### src/rtl/ir_capture_pkg.sv
package ir_capture_pkg;
  localparam int unsigned DUR_W = 16;
  localparam logic [DUR_W-1:0] DUR_MAX = '1;

  typedef enum logic [1:0] {MS_IDLE, MS_MARK, MS_SPACE} meter_state_e;

  typedef struct packed {
    logic [DUR_W-1:0] mark;
    logic [DUR_W-1:0] period;
  } ir_pair_t;

  localparam logic [7:0] A_MARK   = 8'h40;
  localparam logic [7:0] A_PERIOD = 8'h44;
  localparam logic [7:0] A_IEN    = 8'h48;
  localparam logic [7:0] A_ISTS   = 8'h4C;
  localparam logic [7:0] A_ENABLE = 8'h50;
  localparam logic [7:0] A_MAXPER = 8'h54;
  localparam logic [7:0] A_ICLR   = 8'h58;
  localparam logic [7:0] A_DIV    = 8'h64;
  localparam logic [7:0] A_POL    = 8'h68;
  localparam logic [7:0] A_RXSTAT = 8'h6C;

  localparam int unsigned IB_DATA = 0;
  localparam int unsigned IB_LAST = 1;
  localparam int unsigned IB_OVR  = 2;
  localparam int unsigned IB_FULL = 3;
endpackage

### src/rtl/ir_tick_gen.sv
module ir_tick_gen #(
  parameter int unsigned DIV_W = 8
) (
  input  logic             clk,
  input  logic             rst_n,
  input  logic             run,
  input  logic [DIV_W-1:0] div,
  output logic             tick
);
  logic [DIV_W-1:0] cnt_q, cnt_d, limit;

  always_comb begin
    limit = (div == '0) ? DIV_W'(1) : div;
    tick  = run && (cnt_q >= limit - DIV_W'(1));
    if (!run || tick) cnt_d = '0;
    else              cnt_d = cnt_q + DIV_W'(1);
  end

  always_ff @(posedge clk or negedge rst_n) begin
    if (!rst_n) cnt_q <= '0;
    else        cnt_q <= cnt_d;
  end
endmodule

### src/rtl/ir_symbol_meter.sv
module ir_symbol_meter
  import ir_capture_pkg::*;
(
  input  logic             clk,
  input  logic             rst_n,
  input  logic             run,
  input  logic             tick,
  input  logic             level,
  input  logic [DUR_W-1:0] max_per,
  output logic             push,
  output ir_pair_t         pair
);
  meter_state_e     state_q, state_d;
  logic [DUR_W-1:0] mark_q, mark_d, per_q, per_d;

  function automatic logic [DUR_W-1:0] sat_inc(input logic [DUR_W-1:0] v);
    return (v == DUR_MAX) ? v : v + DUR_W'(1);
  endfunction

  always_comb begin
    state_d = state_q;
    mark_d  = mark_q;
    per_d   = per_q;
    push    = 1'b0;
    pair    = '0;
    if (!run) begin
      state_d = MS_IDLE;
      mark_d  = '0;
      per_d   = '0;
    end else if (tick) begin
      unique case (state_q)
        MS_IDLE: if (level) begin
          state_d = MS_MARK;
          mark_d  = DUR_W'(1);
          per_d   = DUR_W'(1);
        end
        MS_MARK: begin
          per_d = sat_inc(per_q);
          if (level) mark_d  = sat_inc(mark_q);
          else       state_d = MS_SPACE;
        end
        MS_SPACE: begin
          if (level) begin
            push    = 1'b1;
            pair    = '{mark: mark_q, period: per_q};
            state_d = MS_MARK;
            mark_d  = DUR_W'(1);
            per_d   = DUR_W'(1);
          end else if (per_q >= max_per) begin
            push    = 1'b1;
            pair    = '{mark: mark_q, period: DUR_MAX};
            state_d = MS_IDLE;
          end else begin
            per_d = sat_inc(per_q);
          end
        end
        default: state_d = MS_IDLE;
      endcase
    end
  end

  always_ff @(posedge clk or negedge rst_n) begin
    if (!rst_n) begin
      state_q <= MS_IDLE;
      mark_q  <= '0;
      per_q   <= '0;
    end else begin
      state_q <= state_d;
      mark_q  <= mark_d;
      per_q   <= per_d;
    end
  end
endmodule

### src/rtl/ir_pair_fifo.sv
module ir_pair_fifo
  import ir_capture_pkg::*;
#(
  parameter int unsigned DEPTH = 8,
  localparam int unsigned PTR_W = (DEPTH > 1) ? $clog2(DEPTH) : 1,
  localparam int unsigned CNT_W = $clog2(DEPTH + 1)
) (
  input  logic             clk,
  input  logic             rst_n,
  input  logic             push,
  input  ir_pair_t         push_data,
  input  logic             pop,
  output ir_pair_t         head,
  output logic [CNT_W-1:0] count,
  output logic             full,
  output logic             empty
);
  ir_pair_t         mem_q [DEPTH];
  logic [PTR_W-1:0] wr_q, wr_d, rd_q, rd_d;
  logic [CNT_W-1:0] cnt_q, cnt_d;
  logic             wr_en, rd_en;

  function automatic logic [PTR_W-1:0] nxt(input logic [PTR_W-1:0] p);
    return (p == PTR_W'(DEPTH - 1)) ? '0 : p + PTR_W'(1);
  endfunction

  always_comb begin
    full  = (cnt_q == CNT_W'(DEPTH));
    empty = (cnt_q == '0);
    wr_en = push && !full;
    rd_en = pop && !empty;
    wr_d  = wr_en ? nxt(wr_q) : wr_q;
    rd_d  = rd_en ? nxt(rd_q) : rd_q;
    cnt_d = cnt_q + CNT_W'(wr_en) - CNT_W'(rd_en);
    head  = empty ? '0 : mem_q[rd_q];
    count = cnt_q;
  end

  always_ff @(posedge clk) begin
    if (wr_en) mem_q[wr_q] <= push_data;
  end

  always_ff @(posedge clk or negedge rst_n) begin
    if (!rst_n) begin
      wr_q  <= '0;
      rd_q  <= '0;
      cnt_q <= '0;
    end else begin
      wr_q  <= wr_d;
      rd_q  <= rd_d;
      cnt_q <= cnt_d;
    end
  end
endmodule

### src/rtl/ir_capture_rx.sv
module ir_capture_rx
  import ir_capture_pkg::*;
#(
  parameter int unsigned FIFO_DEPTH = 8,
  parameter int unsigned DIV_W      = 8,
  parameter logic [15:0] MAXPER_RST = 16'h5000
) (
  input  logic        clk,
  input  logic        rst_n,
  input  logic        ir_in,
  input  logic        bus_sel,
  input  logic        bus_wr,
  input  logic [7:0]  bus_addr,
  input  logic [31:0] bus_wdata,
  output logic [31:0] bus_rdata,
  output logic        irq
);
  localparam int unsigned CNT_W = $clog2(FIFO_DEPTH + 1);

  logic [1:0]       rst_pipe_q;
  logic             rst_core_n;
  logic [1:0]       in_sync_q;
  logic             level, tick;
  logic [3:0]       ien_q, ien_d, sts_q, sts_d, sts_set, sts_clr;
  logic             en_q, en_d, pol_q, pol_d;
  logic [15:0]      maxp_q, maxp_d;
  logic [DIV_W-1:0] div_q, div_d;
  logic             wr_acc, rd_acc, fifo_pop, push_ok;
  logic             meter_push, fifo_full, fifo_empty;
  ir_pair_t         meter_pair, fifo_head;
  logic [CNT_W-1:0] fifo_count;
  logic [7:0]       fifo_cnt8;

  always_ff @(posedge clk or negedge rst_n) begin
    if (!rst_n) rst_pipe_q <= 2'b00;
    else        rst_pipe_q <= {rst_pipe_q[0], 1'b1};
  end
  assign rst_core_n = rst_pipe_q[1];

  always_ff @(posedge clk or negedge rst_core_n) begin
    if (!rst_core_n) in_sync_q <= 2'b00;
    else             in_sync_q <= {in_sync_q[0], ir_in};
  end
  assign level = in_sync_q[1] ^ pol_q;

  ir_tick_gen #(.DIV_W(DIV_W)) u_tick (
    .clk(clk), .rst_n(rst_core_n), .run(en_q), .div(div_q), .tick(tick)
  );

  ir_symbol_meter u_meter (
    .clk(clk), .rst_n(rst_core_n), .run(en_q), .tick(tick), .level(level),
    .max_per(maxp_q), .push(meter_push), .pair(meter_pair)
  );

  ir_pair_fifo #(.DEPTH(FIFO_DEPTH)) u_fifo (
    .clk(clk), .rst_n(rst_core_n), .push(meter_push), .push_data(meter_pair),
    .pop(fifo_pop), .head(fifo_head), .count(fifo_count), .full(fifo_full),
    .empty(fifo_empty)
  );

  assign fifo_cnt8 = 8'(fifo_count);

  always_comb begin
    wr_acc   = bus_sel && bus_wr;
    rd_acc   = bus_sel && !bus_wr;
    fifo_pop = rd_acc && (bus_addr == A_MARK) && !fifo_empty;
    push_ok  = meter_push && !fifo_full;

    sts_set          = '0;
    sts_set[IB_DATA] = push_ok;
    sts_set[IB_LAST] = push_ok && (meter_pair.period == DUR_MAX);
    sts_set[IB_OVR]  = meter_push && fifo_full;
    sts_set[IB_FULL] = push_ok && !fifo_pop && (fifo_count == CNT_W'(FIFO_DEPTH - 1));
    sts_clr = (wr_acc && bus_addr == A_ICLR) ? bus_wdata[3:0] : 4'h0;
    sts_d   = (sts_q & ~sts_clr) | sts_set;

    ien_d  = (wr_acc && bus_addr == A_IEN)    ? bus_wdata[3:0]       : ien_q;
    en_d   = (wr_acc && bus_addr == A_ENABLE) ? bus_wdata[0]         : en_q;
    pol_d  = (wr_acc && bus_addr == A_POL)    ? bus_wdata[0]         : pol_q;
    maxp_d = (wr_acc && bus_addr == A_MAXPER) ? bus_wdata[15:0]      : maxp_q;
    div_d  = (wr_acc && bus_addr == A_DIV)    ? bus_wdata[DIV_W-1:0] : div_q;
  end

  always_ff @(posedge clk or negedge rst_core_n) begin
    if (!rst_core_n) begin
      ien_q  <= '0;
      sts_q  <= '0;
      en_q   <= 1'b0;
      pol_q  <= 1'b0;
      maxp_q <= MAXPER_RST;
      div_q  <= DIV_W'(1);
    end else begin
      ien_q  <= ien_d;
      sts_q  <= sts_d;
      en_q   <= en_d;
      pol_q  <= pol_d;
      maxp_q <= maxp_d;
      div_q  <= div_d;
    end
  end

  always_comb begin
    bus_rdata = '0;
    if (rd_acc) begin
      unique case (bus_addr)
        A_MARK:   bus_rdata = 32'(fifo_head.mark);
        A_PERIOD: bus_rdata = 32'(fifo_head.period);
        A_IEN:    bus_rdata = 32'(ien_q);
        A_ISTS:   bus_rdata = 32'(sts_q);
        A_ENABLE: bus_rdata = 32'(en_q);
        A_MAXPER: bus_rdata = 32'(maxp_q);
        A_DIV:    bus_rdata = 32'(div_q);
        A_POL:    bus_rdata = 32'(pol_q);
        A_RXSTAT: bus_rdata = {16'h0, fifo_cnt8, 5'h0, sts_q[IB_OVR], 2'h0};
        default:  bus_rdata = '0;
      endcase
    end
  end

  assign irq = |(sts_q & ien_q);
endmodule

### config.mk
export PLATFORM = sky130hd
export DESIGN_NAME = ir_capture_rx
export DESIGN_NICKNAME = d
export VERILOG_FILES = /design/src/rtl/ir_capture_pkg.sv /design/src/rtl/ir_tick_gen.sv /design/src/rtl/ir_symbol_meter.sv /design/src/rtl/ir_pair_fifo.sv /design/src/rtl/ir_capture_rx.sv
export SDC_FILE = /design/constraint.sdc
export NUM_CORES = 1
export LEC_CHECK = 0
export ABC_AREA = 1
export BUFFER_PORTS_ARGS = -buffer_cell sky130_fd_sc_hd__buf_4
export CAP_MARGIN = 5
export CORE_MARGIN = 2
export CORE_UTILIZATION = 60
export CTS_CLUSTER_DIAMETER = 120
export DETAILED_ROUTE_END_ITERATION = 8
export PLACE_DENSITY_LB_ADDON = 0.12
export SLEW_MARGIN = 20
export SYNTH_ARGS = -nofsm -noshare
export SYNTH_HDL_FRONTEND = slang
export SYNTH_SLANG_ARGS = --single-unit
### constraint.sdc
create_clock -name clk -period 3.75 [get_ports clk]
set_input_delay 0.375 -clock clk [delete_from_list [all_inputs] [get_ports clk]]
set_output_delay 0.375 -clock clk [all_outputs]
set_load 0.02 [all_outputs]
## After elaboration in Yosys (flattened, before gate mapping)

Memories as Yosys holds them, arrays and structs flattened.
Cells that the tools add are included.

| word-level totals | value |
|---|---|
| flip-flop bits (word level) | 90 |
| memory bits (writable) | 256 |
| bits of input ports | 45 |
| output and inout bits | 33 |
| logic and storage cells | 130 |
| memories kept | 1 |

Memories:

| memory | words | width | rd ports | clocked after Yosys merged registers in | wr ports | line | source |
|---|---|---|---|---|---|---|---|
| u_fifo.mem_q | 8 | 32 | 1 | 0 | 1 | ir_pair_fifo.sv:18 | `ir_pair_t mem_q [DEPTH];` |

| cells by class | value |
|---|---|
| add/subtract/negate cells | 8 |
| $lt $le $gt $ge | 2 |
| equality and inequality tests | 29 |
| multiplexer cells | 39 |
| bitwise gates (word level) | 5 |
| reduce and logical (&&, ||, !) cells | 31 |

Operator list:

| cell | number |
|---|---|
| $mux W32 | 7 |
| $mux W16 | 10 |
| $pmux W16 S9 | 1 |
| $eq A8 B7 Y1 const B | 10 |
| $eq A16 B16 Y1 const B | 3 |
| $pmux W16 S3 | 1 |
| $add A16 B1 Y16 const B | 2 |
| $pmux W16 S2 | 1 |
| $logic_and A1 B1 Y1 | 17 |
| $ge A16 B16 Y1 | 1 |
| $mux W8 | 2 |
| $ne A3 B3 Y1 const B | 5 |
| $mux W2 | 6 |
| $add A8 B1 Y8 const B | 1 |
| $and A4 B4 Y4 | 2 |
| $ge A8 B8 Y1 | 1 |
| $logic_not A8 Y1 | 1 |
| $reduce_and A4 Y1 | 2 |
| $sub A8 B1 Y8 const B | 1 |
| $mux W1 | 7 |
| $add A3 B1 Y3 const B | 2 |
| $eq A3 B3 Y1 const B | 2 |
| $mux W3 | 2 |
| $pmux W2 S3 | 1 |
| 22 further kinds | 26 |

## Longest topological paths before layout

Gate-level depths: netlist of run 1.

| logic depth | value |
|---|---|
| word-level depth | 11 |
| depth in mapped cells | 20 |
| gate-level depth less buffers | 20 |

## Hierarchy

Synthesis of run 1 repeated with hierarchy kept, for this count alone.

| unflattened totals | value |
|---|---|
| cell total of the unflattened synthesis | 2140 |
| area total of the unflattened synthesis | 18212.5 um2 |

Modules (own cells, without submodules):

| module | times used | cells each | area an instance (um2) | seq. area each (um2) |
|---|---|---|---|---|
| ir_pair_fifo | 1 | 1184 | 11762.5 | 7937.6 |
| ir_symbol_meter | 1 | 493 | 3229.3 | 850.8 |
| ir_capture_rx | 1 | 358 | 2471.1 | 954.7 |
| ir_tick_gen | 1 | 105 | 749.5 | 200.2 |

## Least setup slack after synthesis of run 1

No wires, ideal clock.

| path | value |
|---|---|
| path kind | register -> register |
| start | reg div_q[4] |
| end | mem u_fifo.mem_q[6][0] in the netlist's numbering (enable) |
| setup time | 0.461 ns |
| data arrival time | 4.600 ns |
| data required time | 3.289 ns |
| path slack | -1.312 ns |
| stages on the path, launching flop included | 17 |
| buffers on the path | 1 |
| period minus slack after synthesis | 5.062 ns |
| cell sequence | dfrtp_1 inv_1 nand3_1 inv_1 a41oi_1 ha_1 nand3_1 nor3_1 xor2_1 ha_1 nand2_1 nor2_1 nand2_1 a21oi_2 nand3_2 buf_2 nor3_1 |

| between the ends | value |
|---|---|
| longest elaborated chain between the ends | 10 |

RTL lines:

| element | line | source |
|---|---|---|
| start: declaration | ir_capture_rx.sv:27 | `logic [DIV_W-1:0] div_q, div_d;` |
| start signal: assignment | ir_capture_rx.sv:98 | `div_q <= div_d;` |
| $logic_not A8 Y1 | ir_tick_gen.sv:13 | `limit = (div == '0) ? DIV_W'(1) : div;` |
| $mux W8 (*) | ir_tick_gen.sv:13 |  |
| $sub A8 B1 Y8 (*) | ir_tick_gen.sv:14 | `tick = run && (cnt_q >= limit - DIV_W'(1));` |
| $ge A8 B8 Y1 (*) | ir_tick_gen.sv:14 |  |
| $logic_and A1 B1 Y1 (*) | ir_tick_gen.sv:14 |  |
| $mux W1 (*) | ir_symbol_meter.sv:30 | `end else if (tick) begin` |
| $mux W1 (*) | ir_symbol_meter.sv:26 | `if (!run) begin` |
| $logic_and A1 B1 Y1 (*) | ir_pair_fifo.sv:30 | `wr_en = push && !full;` |
| $mux W1 (*) | ir_pair_fifo.sv:40 | `if (wr_en) mem_q[wr_q] <= push_data;` |
| $mux W1 (implied by the code) (*) | ir_pair_fifo.sv:40 |  |
| end: declaration | ir_pair_fifo.sv:18 |  |

Every way passes the cells marked *; elsewhere a longest branch is shown, timed or not.

## Final worst setup path of run 1

| path | value |
|---|---|
| start | reg div_q[2] |
| end | mem u_fifo.mem_q[4][11] in the netlist's numbering (enable) |

The elaborated chain is that of the path after synthesis.

==> metrics.txt, run 1 <==
Num CTS Buffers=36; Final min period=3.390 ns; ant diodes=0; Die Ht=171.1 um; DR WL/cell=19.21 um; fillers=2195; GR Overflow Total=0; post-CTS setup buffers=0; H-tree depth=2; Final Non-Filler Cells=2131; Post-Route Utilization=0.6781; max_slew headroom=0.3818; Netlist cell types=52; DP Wirelength=26140 um; number of synthesized flops with an enable pin=256; GRT Overall Usage=0.2875; Starting Density=0.6064; switching power share of the total=0.2685; Detail Route Antenna Nets=0; critical path launch point type=flop; worst hold slack=0.08547 ns; # IOs=78; CTS root buf=clkbuf_16; post-placement cell count=2065; clk_lat worst skew=0.53 ns; crit share post-route=0.9040; status=finished clean; final setup vio count=0; WP data required=3.92 ns; sequential share of the synthesized area=0.5935; RSZ-0062 raised after global routing=no; post-DR vias/cell=5.799; drt total wl=40940 um; clock tree buffer depth=3; CORE AREA=27630 um2; Mapped Area=16750 um2; vias in the first global route=11790; Layout Nets=1817; first-pass GRT wire length=64120 um; Die W=171.1 um; reg-to-reg setup timing slack=0.36 ns; synthesis-to-finish area growth=11.83%; asr flop ratio synth=0.2601; clock network fraction of total power=0.372; Synth Flop Type=edfxtp_1; count of buffers from port buffering=45; Synth Register Bits=346; DRT iter0 DRCs=1384; upper clock frequency limit=0.2950 GHz; Final GP Congestion=0.9105; Static Leak=7.682 nW; Comb pwr share=0.133; final slew viol count=0; largest net degree at the start of global routing=131; Crit Path Class=reg -> reg; Worst setup EP type=flop; final hold violations=0; Net Switching=2.409 mW; Pint=6.562 mW; Remaining DRCs=0; sequential share of power=0.495; Worst Tran Pin Value=0.9273 ns; Synth warnings=0; Via Count=12360; highest fanout seen on the critical path=20; Worst-path clk slew=0.06 ns; PwrDens=478.8 nW/um2; die area=29280 um2; min-delay worst type=in -> reg; Crit path arrival time=3.56 ns; Avg Cell Area, Syn=10.02 um2; Max VDD drop=0.3299 mV; CTS tree=built; num rows=61; maxcap violations=0; Clock Skew=0.02377 ns; cells after synthesis=1672; 1st-pass router iterations=5; share of post-route cells with drive strength above 1=0.1226; # clock sinks=346; initial antenna violation count=1
-- final timing paths --
check	start	endpoint	depth (start not counted)
max	div_q[2]	u_fifo.mem_q[4][11]	17
min	bus_wdata[3]	div_q[3]	3
max reg2reg	div_q[2]	u_fifo.mem_q[4][11]	17
min reg2reg	in_sync_q[0]	in_sync_q[1]	0
max in group asynchronous	rst_pipe_q[1]	div_q[0]	1
min in group asynchronous	rst_n	rst_pipe_q[1]	2
-- cell families after synthesis --
kind of cell	Yosys count	share of synthesized area
simple gates	695	0.1804
fa+ha+maj	45	0.03406
compound gates	332	0.1138
flops	346	0.5935
xor+xnor	24	0.01255
buf+inv	228	0.06520
other cells	2	0.0004483
-- cell usage after synthesis (all sizes together) (3+ instances only) --
cell type	n	area (um2)
dfstp	3	78.83
buf	69	489.2
nor2	310	1280
nand3	76	400.4
xor2	22	192.7
o211ai	66	500.5
nor4	5	31.28
nand2	238	928.4
o21ai	184	924.6
ha	44	550.5
o22ai	14	87.58
clkbuf	24	93.84
edfxtp	256	7687
nor3	32	165.2
dfrtp	87	2177
nand4	29	181.4
a21oi	58	316.6
inv	135	509.2
-- power groups by stage --
| stage | clock [mW] | combinational, mW | sequential [mW] |
|---|---|---|---|
| global route | 3.52 | 1.37 | 4.47 |
| detailed placement | 0 | 1.18 | 4.51 |
| finish | 3.33 | 1.20 | 4.44 |
| CTS | 3.37 | 1.20 | 4.44 |
| global placement | 0 | 1.15 | 4.51 |
| floorplan | 0 | 0.943 | 4.45 |
-- layout by cell type (no fill, tap or decap), drive strengths merged, types with 2 or more instances in the layout --
master	synthesis	routed
nor2	310	310
edfxtp	256	256
nand2	238	238
o21ai	184	184
inv	135	135
buf	69	93
dfrtp	87	87
nand3	76	76
o211ai	66	66
a21oi	58	58
clkbuf	24	45
ha	44	44
nor3	32	32
nand4	29	29
xor2	22	22
conb	2	17
clkinv	0	16
o22ai	14	14
nor4	5	5
dfstp	3	3
xnor2	2	2
o31ai	2	2
nand3b	2	2
a211oi	2	2
clkinvlp	0	2
dlygate4sd3	0	2
-- repair_timing --
item,in CTS,in global routing
hold buffers,2,0
setup endpoints to repair,0,50
gates resized for setup,0,2
endpoints found under the hold margin,3,0
-- per-layer routing --
metal  global-route usage  wire length, um
met3              0.03308             2773
met2               0.4826            20060
met1               0.3919            17000
met4               0.1002             1106
met5                    0                0
-- final cells by class --
| type | count | area, um2 | area share |
|---|---|---|---|
| sequential | 346 | 9955 | 0.5313 |
| timing repair buffer | 95 | 822.0 | 0.04388 |
| clock buffer | 45 | 974.7 | 0.05202 |
| multi-input combinational | 1113 | 5872 | 0.3134 |
| inverter | 135 | 510.5 | 0.02725 |
| clock inverter | 19 | 128.9 | 0.006879 |
| tap | 378 | 473.0 | 0.02524 |
-- worst max-delay path: stages, from the launching register on --
cell and delay [ns]:
dfrtp_1 0.40, nor2_1 0.15, nand3_1 0.09, inv_1 0.09
a41oi_2 0.11, ha_1 0.24, nand3_1 0.14, nor3_1 0.07
xor2_1 0.14, ha_1 0.28, nand2_1 0.05, nor2_1 0.09
nand2_1 0.09, a21oi_2 0.27, nand3_2 0.14, buf_12 0.18
nor3_4 0.12, buf_4 0.37
-- stage by stage --
step / total power, mW / worst slack [ns] / instance area, um2 / TNS [ns]
floorplan: 5.389 / -0.3574 / 16850 / -91.50
global placement: 5.659 / 0.3477 / 17600 / 0
detailed placement: 5.695 / 0.3431 / 17600 / 0
CTS: 9.007 / 0.3116 / 18720 / 0
global route: 9.355 / 0.07024 / 18740 / 0
finish: 8.971 / 0.3601 / 18740 / 0
-- flip-flops by register name, summed over array words and instances (netlist names), 2 cells and up --
name,flops
rst_pipe_q,2
div_q,8
u_meter.per_q,16
maxp_q,16
u_tick.cnt_q,8
u_meter.mark_q,16
u_fifo.rd_q,3
in_sync_q,2
u_fifo.count,4
sts_q,4
u_fifo.wr_q,3
u_meter.state_q,2
u_fifo.mem_q,256
ien_q,4
(Power assumes the default switching activity.)
==> inputs of run 2 (changes only) <==
--- a/config.mk
+++ b/config.mk
@@ -12,7 +12,8 @@
 export CORE_UTILIZATION = 60
 export CTS_CLUSTER_DIAMETER = 120
 export DETAILED_ROUTE_END_ITERATION = 8
-export PLACE_DENSITY_LB_ADDON = 0.12
+export PLACE_DENSITY = 0.75
+export REMOVE_ABC_BUFFERS = 1
 export SLEW_MARGIN = 20
 export SYNTH_ARGS = -nofsm -noshare
 export SYNTH_HDL_FRONTEND = slang
==> run 2 against run 1 <==
First-iteration DRC count down 20%. Fmax down 3.3%. Highest routed layer unchanged. Critical endpoint is now bus_rdata[10]. Combinational power about the same.
==> metrics.txt, run 2 (synthesized netlist as in run 1, its figures left out) <==
status=finished clean; DP Wirelength=25110 um; final setup vio count=0; Remaining DRCs=0; initial antenna violation count=0; Final Cell Area=18710 um2; RSZ-0062 raised after global routing=no; Pint=6.832 mW; DR WL/cell=19.15 um; crit-path max cell delay=0.86 ns; die area=29280 um2; fillers=2064; post-placement cell count=2050; Detail Route Antenna Nets=0; Worst-path clk slew=0.06 ns; slowest CP cell=dfrtp_4; Max VDD drop=0.3665 mV; GR Overflow Total=0; post-DR vias/cell=5.862; Final Non-Filler Cells=2117; Layout Nets=1802; commonest non-fill, non-tap cell in the layout=nor2_1; Crit path arrival time=3.13 ns; synthesis-to-finish area growth=11.65%; WP data required=3.38 ns; Via Count=12410; CTS tree=built; clock tree buffer depth=3; CP dominant cell by count=buf_4; max reg flops=256; Final GP Congestion=0.9449; switching power share of the total=0.2650; CTS root buf=clkbuf_16; num rows=61; Worst Tran Pin Value=1.023 ns; sequential share of power=0.479; max_slew headroom=0.3165; PwrDens=496.9 nW/um2; # clock sinks=346; Crit Path Class=reg -> out; Die W=171.1 um; first-pass GRT wire length=63450 um; clk_lat worst skew=0.54 ns; # IOs=78; GRT Overall Usage=0.2843; crit share post-route=0.9351; most flop-heavy register=u_fifo.mem_q; 1st-pass router iterations=5; Static Leak=7.611 nW; Clock Skew=0.01759 ns; Starting Density=0.6064; critical path launch point type=flop; upper clock frequency limit=0.2852 GHz; CORE AREA=27630 um2; DRT iter0 DRCs=1102; Setup TNS Final=0 ns; largest net degree at the start of global routing=94; Num CTS Buffers=36; highest fanout seen on the critical path=59; share of post-route cells with drive strength above 1=0.1156; Final min period=3.507 ns; Net Switching=2.463 mW; Placed Area=17480 um2; min-delay worst type=in -> reg; Worst setup EP type=output port; final hold violations=0; worst-path cell chain=buf_4 > o21ai_0 > o211ai_1 > nand3_1 > nand2_1 > a21oi_1 > nor2_1 > buf_4; Comb pwr share=0.129; H-tree depth=2; final slew viol count=0; worst path buffer plus inverter count=2; clock network fraction of total power=0.392; maxcap violations=0; Largest delay share family, worst path=flip-flops; most frequent cells in the layout=nor2_1, edfxtp_1, nand2_1; Die Ht=171.1 um; vias in the first global route=11680; drt total wl=40550 um; count of buffers from port buffering=45; ant diodes=0; Power, Total=9.295 mW
[run 2: worst register-to-register path: stages, from the launching register on]
cell,delay [ns]
dfrtp_1,0.33
inv_1,0.10
nand3_1,0.10
inv_1,0.06
a41oi_1,0.21
ha_1,0.22
nand3_1,0.11
nor3_1,0.20
xor2_1,0.12
ha_1,0.29
nand2_1,0.06
nor2_1,0.10
nand2_1,0.10
a21oi_2,0.28
nand3_4,0.24
nor3_2,0.25
buf_12,0.27
[run 2: area by class of cell]
type	instances	area, um2	area share
Clock buffer	50	973.4	0.05204
Sequential cell	346	9955	0.5322
Clock inverter	15	229.0	0.01224
Multi-Input combinational cell	1113	5822	0.3112
Inverter	135	510.5	0.02729
Timing Repair Buffer	80	743.2	0.03973
Tap cell	378	473.0	0.02528
[run 2: through the flow]
step	worst slack, ns	util	hold slack, ns
after floorplan	-1.268	-	0.07941
after global placement	0.3303	0.6325	0.1571
after detailed placement	0.2348	0.6325	0.1592
after CTS	0.2237	0.6768	0.06292
after global routing	0.04047	0.6770	0.08611
final	0.2434	0.6770	0.06932
[run 2: metal layers]
| metal | wire length (um) | vias up | global-route usage |
|---|---|---|---|
| li1 | - | 5806 | - |
| met1 | 17030 | 5987 | 0.3917 |
| met2 | 19420 | 532 | 0.4681 |
| met3 | 2844 | 84 | 0.03585 |
| met4 | 1254 | 0 | 0.1032 |
| met5 | 0 | - | 0 |
[run 2: final timing paths]
check                               start             endpoint  slack, ns  cells after the start
setup / recovery           u_fifo.rd_q[0]        bus_rdata[10]       0.24                      8
hold / removal               bus_wdata[2]             div_q[2]       0.07                      3
setup reg to reg                 div_q[3]  u_fifo.mem_q[5][11]       0.32                     16
hold reg to reg              in_sync_q[0]         in_sync_q[1]       0.34                      0
max in group asynchronous   rst_pipe_q[1]           maxp_q[14]       2.51                      1
min in group asynchronous           rst_n        rst_pipe_q[0]       0.16                      2
[run 2: timing repair]
item | in CTS | in global routing
hold buffers | 2 | 0
buffers inserted | 0 | 0
hold endpoints to repair | 3 | 0
gates resized for setup | 0 | 1
setup endpoints to repair | 0 | 254
[run 2: power groups by stage]
stage                     registers, mW  logic (mW)  clock network [mW]
final                              4.45        1.20                3.64
after global routing               4.48        1.35                3.83
after CTS                          4.45        1.19                3.68
after global placement             4.51        1.14                   0
after detailed placement           4.52        1.18                   0
after floorplan                    4.47       0.869                   0
